## src/rtl/flash_rw_ctl.sv

```systemverilog
module flash_rw_ctl #(
  parameter int ADDR_W = 16,
  parameter int DATA_W = 16,
  parameter logic [ADDR_W-1:0] CTRL_ADDR = 16'h0040
) (
  input  logic              clk,
  input  logic              rst_n,
  input  logic              mode_pin,
  input  logic              wr_en,
  input  logic              rd_en,
  input  logic [ADDR_W-1:0] addr,
  input  logic [DATA_W-1:0] wdata,
  output logic [DATA_W-1:0] rdata,
  input  logic              fc_busy,
  output logic              fc_rst,
  output logic              cmd_we,
  output logic [ADDR_W-1:0] cmd_addr,
  output logic [DATA_W-1:0] cmd_data
);

  localparam int PAD_W = DATA_W - 4;

  logic hit, reg_wr, reg_rd, reg_acc;
  logic sel_q, ent_q, rst_q, armed_q;

  assign hit     = (addr == CTRL_ADDR);
  assign reg_wr  = wr_en & hit;
  assign reg_rd  = rd_en & hit;
  assign reg_acc = reg_wr | reg_rd;

  always_ff @(posedge clk or negedge rst_n) begin
    if (!rst_n) begin
      sel_q   <= 1'b0;
      ent_q   <= 1'b0;
      rst_q   <= 1'b0;
      armed_q <= 1'b0;
    end else begin
      ent_q <= sel_q & mode_pin;
      if (reg_acc)
        armed_q <= reg_wr & ~wdata[1];
      if (reg_wr) begin
        if (!wdata[1])
          sel_q <= 1'b0;
        else if (armed_q)
          sel_q <= 1'b1;
        if (!wdata[3])
          rst_q <= 1'b0;
        else if (sel_q)
          rst_q <= 1'b1;
      end
    end
  end

  assign fc_rst   = rst_q;
  assign rdata    = reg_rd ? {{PAD_W{1'b0}}, rst_q, ent_q, sel_q, ~fc_busy} : '0;
  assign cmd_we   = wr_en & ~hit & ~addr[0] & ent_q;
  assign cmd_addr = addr;
  assign cmd_data = wdata;

  p_sel_armed_r2: assert property (@(posedge clk) disable iff (!rst_n)
    $rose(sel_q) |-> $past(reg_wr && wdata[1] && armed_q));

  p_sel_clear_r3: assert property (@(posedge clk) disable iff (!rst_n)
    (reg_wr && !wdata[1]) |=> !sel_q);

  p_ent_src_r4: assert property (@(posedge clk) disable iff (!rst_n)
    ent_q |-> $past(sel_q && mode_pin));

  p_pin_drop_r4: assert property (@(posedge clk) disable iff (!rst_n)
    !mode_pin |=> !ent_q);

  p_rst_needs_sel_r6: assert property (@(posedge clk) disable iff (!rst_n)
    $rose(fc_rst) |-> $past(sel_q));

  p_rst_hold_r6: assert property (@(posedge clk) disable iff (!rst_n)
    (fc_rst && !(reg_wr && !wdata[3])) |=> fc_rst);

  p_fwd_even_r7: assert property (@(posedge clk) disable iff (!rst_n)
    cmd_we |-> (!cmd_addr[0] && ent_q && !hit));

  p_upper_zero_r8: assert property (@(posedge clk) disable iff (!rst_n)
    reg_rd |-> (rdata[DATA_W-1:4] == '0));

endmodule

```

## config.mk

```make
export PLATFORM = sky130hd
export DESIGN_NAME = flash_rw_ctl
export DESIGN_NICKNAME = d
export VERILOG_FILES = /design/src/rtl/flash_rw_ctl.sv
export SDC_FILE = /design/constraint.sdc
export NUM_CORES = 1
export LEC_CHECK = 0
export ABC_AREA = 1
export BUFFER_PORTS_ARGS = -buffer_cell sky130_fd_sc_hd__buf_4
export CAP_MARGIN = 0
export CORE_MARGIN = 2
export CORE_UTILIZATION = 30
export DETAILED_ROUTE_END_ITERATION = 8
export HOLD_SLACK_MARGIN = 0.02
export PLACE_DENSITY_LB_ADDON = 0.2
export SLEW_MARGIN = 20
export SYNTH_ARGS = -nofsm -noshare
export SYNTH_HDL_FRONTEND = slang
export SYNTH_SLANG_ARGS = --single-unit
```

## constraint.sdc

```tcl
create_clock -name clk -period 1.8 [get_ports clk]
set_input_delay 0.09 -clock clk [delete_from_list [all_inputs] [get_ports clk]]
set_output_delay 0.09 -clock clk [all_outputs]
set_load 0.01 [all_outputs]
```

==> impl_metrics.tcl <==
set metrics [dict create \
    status "finished, final reports clean" \
    routabilityCongestion 0.636 \
    antenna_cells 0 \
    place_ws_ps 717 \
    holdCritPathClass "in2reg" \
    worst-r2r-setup-slack_ps 960 \
    yosysSeqAreaShare_pct 15.5 \
    tritoncts "yes" \
    clkSlewWorstSetupHoldPaths_ps 30 \
    crit_top_cell "sky130_fd_sc_hd__nor2_1" \
    layout_worst_path_cycle_share_pct 58.9 \
    drt-vias-per-instance 3.81 \
    timing.hold.ws_ps 48.5 \
    yosys_register_bits 4 \
    power_density_nw_per_um2 399 \
    detail-route-antenna-nets 0 \
    timing.critical_path.from_type "primary input" \
    numPortBuffers 47 \
    r2r_cells 5 \
    timing.final.setup_violations 0 \
    clock_tree.htree_level_count 1 \
    core_area_um2 2000 \
    worst-path-buf-inv 2 \
    track_usage_pct 9.28 \
    drt_first_pass_iters 2 \
    dp_hpwl_mm 1.08 \
    period_needed_ps 1060 \
    syn_area_um2 646 \
    power.ir.vdd_worst_mv 0.268 \
    min_delay_path_depth 3 \
    remaining_drc_errors 0 \
    worst_r2r_endpoint "fc_rst" \
    tritoncts_num_sinks 4 \
    num_rows 16 \
    path_max_fanout 4 \
    cts.repair.resized 0 \
    cellLeakagePower_nw 0.429 \
    final_cell_mix "sky130_fd_sc_hd__buf_4, sky130_fd_sc_hd__nand2_1, sky130_fd_sc_hd__nor2_1" \
    required_ps 1710 \
    wire_length_of_the_first_global_routing_pass_mm 1.83 \
    antenna_found_initial 0 \
    fin_setup_tns_ps 0 \
    routed_wirelength_mm 1.20 \
    numCtsBuffers 3 \
    cp_top_family "simple AND/OR/NAND/NOR gates" \
    worstReg2RegStart "sel_q" \
    grt_setup_unrepaired "false" \
    crit_path_top_delay_cell "sky130_fd_sc_hd__nor2_1" \
    cts.path.max_buffers 2 \
    drv_slew 0 \
    total_power_uw 309 \
    setup_slack_ps 739 \
    hold_endpoint "ent_q" \
    clk_latency_ps 230 \
    first_global_vias 452 \
    criticalPathCategory "in2out" \
    critical_path.max_stage_delay_ps 150 \
    total_instance_count_after_detailed_placement 138 \
    detailroute.via_count 541 \
    post-cts-setup-buffer-count 0 \
    max_clock_freq_mhz 943 \
    ys_types 13 \
    synth_top_area_share_pct 51.2 \
    cp.arrival_ps 970 \
    post_drt_wl_per_cell_um 8.45 \
    finClkSkew_ps 1.26 \
    library_cell_occupying_the_most_area_in_the_post_synthesis_netlist "sky130_fd_sc_hd__buf_4" \
    grt_overflow_total 0 \
    ioPinCount 88 \
    synthesis.instances 97 \
    post_synth_main_area_contributors "sky130_fd_sc_hd__buf_4, sky130_fd_sc_hd__dfrtp_1, sky130_fd_sc_hd__nand2_1, sky130_fd_sc_hd__nor2_1, sky130_fd_sc_hd__inv_1" \
    maxCapViolCount 0 \
    clock_tree_root "sky130_fd_sc_hd__clkbuf_4" \
    die_footprint_um2 2540 \
    final_common_cell "sky130_fd_sc_hd__buf_4" \
    die-height_um 50.4 \
    holdCritStartpoint "mode_pin" \
    drive_gt1_share_pct 47.0 \
    critical_path_cell_count 7 \
    cp-end-kind "primary output" \
    layoutNonFillerInstCount 142 \
    maximum_number_of_pins_on_one_net_before_global_route_repair 7 \
    drt_iter0_drc 4 \
    filler_cell_count 226 \
    initial_core_util_pct 32.2 \
    synth.avg_cell_area_um2 6.66 \
    final_hold_viol_count 0 \
    nets_finish 155 \
    die_x_um 50.4 \
    area_growth_pct 20.2 \
    yosysWarnings 0 \
    cp_cell_sequence "buf_4, nor2_1, nand4_1, nor2_1, nand2_1, nor2_1, buf_4" \
]
## how the worst max path moves through the flow
stage,to,from,slack [ps]
after global routing,rdata[0],addr[1],550
after floorplan,rdata[0],addr[5],1010
final,rdata[0],addr[1],740
after detailed placement,rdata[2],addr[1],720
after CTS,rdata[3],addr[1],720
after global placement,rdata[2],addr[1],730
## where the power goes
group	switching [mW]	leakage, nW	internal (mW)
clock	0.0309	0.0138	0.0742
sequential	0.00000514	0.0559	0.0905
combinational	0.0518	0.359	0.0620
## through the flow
step	instance area [um^2]	util, %
after floorplan	687	-
after global placement	743	37.1
after global routing	776	38.8
after detailed placement	743	37.1
final	776	38.8
after CTS	776	38.8
## layout make-up
class / instances / area [um^2] / share of cell area, %
repair buffers: 48 / 363 / 46.8
multi-input cells: 53 / 230 / 29.7
flip-flops and latches: 4 / 100 / 12.9
well taps: 27 / 33.8 / 4.35
inverters: 7 / 26.3 / 3.39
clock buffers: 3 / 22.5 / 2.90
## Yosys cell counts
| master | count |
|---|---|
| sky130_fd_sc_hd__buf_4 | 44 |
| sky130_fd_sc_hd__nor3_1 | 1 |
| sky130_fd_sc_hd__inv_1 | 7 |
| sky130_fd_sc_hd__nand3b_1 | 1 |
| sky130_fd_sc_hd__nand3_1 | 2 |
| sky130_fd_sc_hd__conb_1 | 1 |
| sky130_fd_sc_hd__o211ai_1 | 1 |
| sky130_fd_sc_hd__nor2_2 | 3 |
| sky130_fd_sc_hd__nand2_1 | 15 |
| sky130_fd_sc_hd__nand4_1 | 4 |
| sky130_fd_sc_hd__dfrtp_1 | 4 |
| sky130_fd_sc_hd__nor2_1 | 13 |
| sky130_fd_sc_hd__nand2_2 | 1 |
## state kept, by name, indices dropped and copies added (netlist names)
name / count
armed_q: 1
sel_q: 1
fc_rst: 1
ent_q: 1
## tightest hold or removal path: cells and delay by family
kind | cells | cell delay (ps)
buf+inv | 2 | 110
simple gates | 1 | 40
## kinds of logic (layout without fill, tap and decap cells)
family	after synthesis	in the layout	synth area share (%)
buffers and inverters	51	58	55.2
other	1	12	0.581
flip-flops	4	4	15.5
AO/OA/AOI/OAI	1	1	1.16
AND/OR/NAND/NOR	40	40	27.5
## metal layers
metal  track usage, %  part of all wire [%]  wire length [um]
met1             10.4                    35               423
met2             14.7                    49               587
met3             2.98                    15               185
met4             6.76                  0.33                 4
met5                0                     0                 0
## what timing repair did
item                                    4_1_cts  5_1_grt
endpoints found under the setup margin        0        0
endpoints found under the hold margin         4        0
hold buffers                                  1        0
Note: power is estimated with default switching activity, not from simulation.
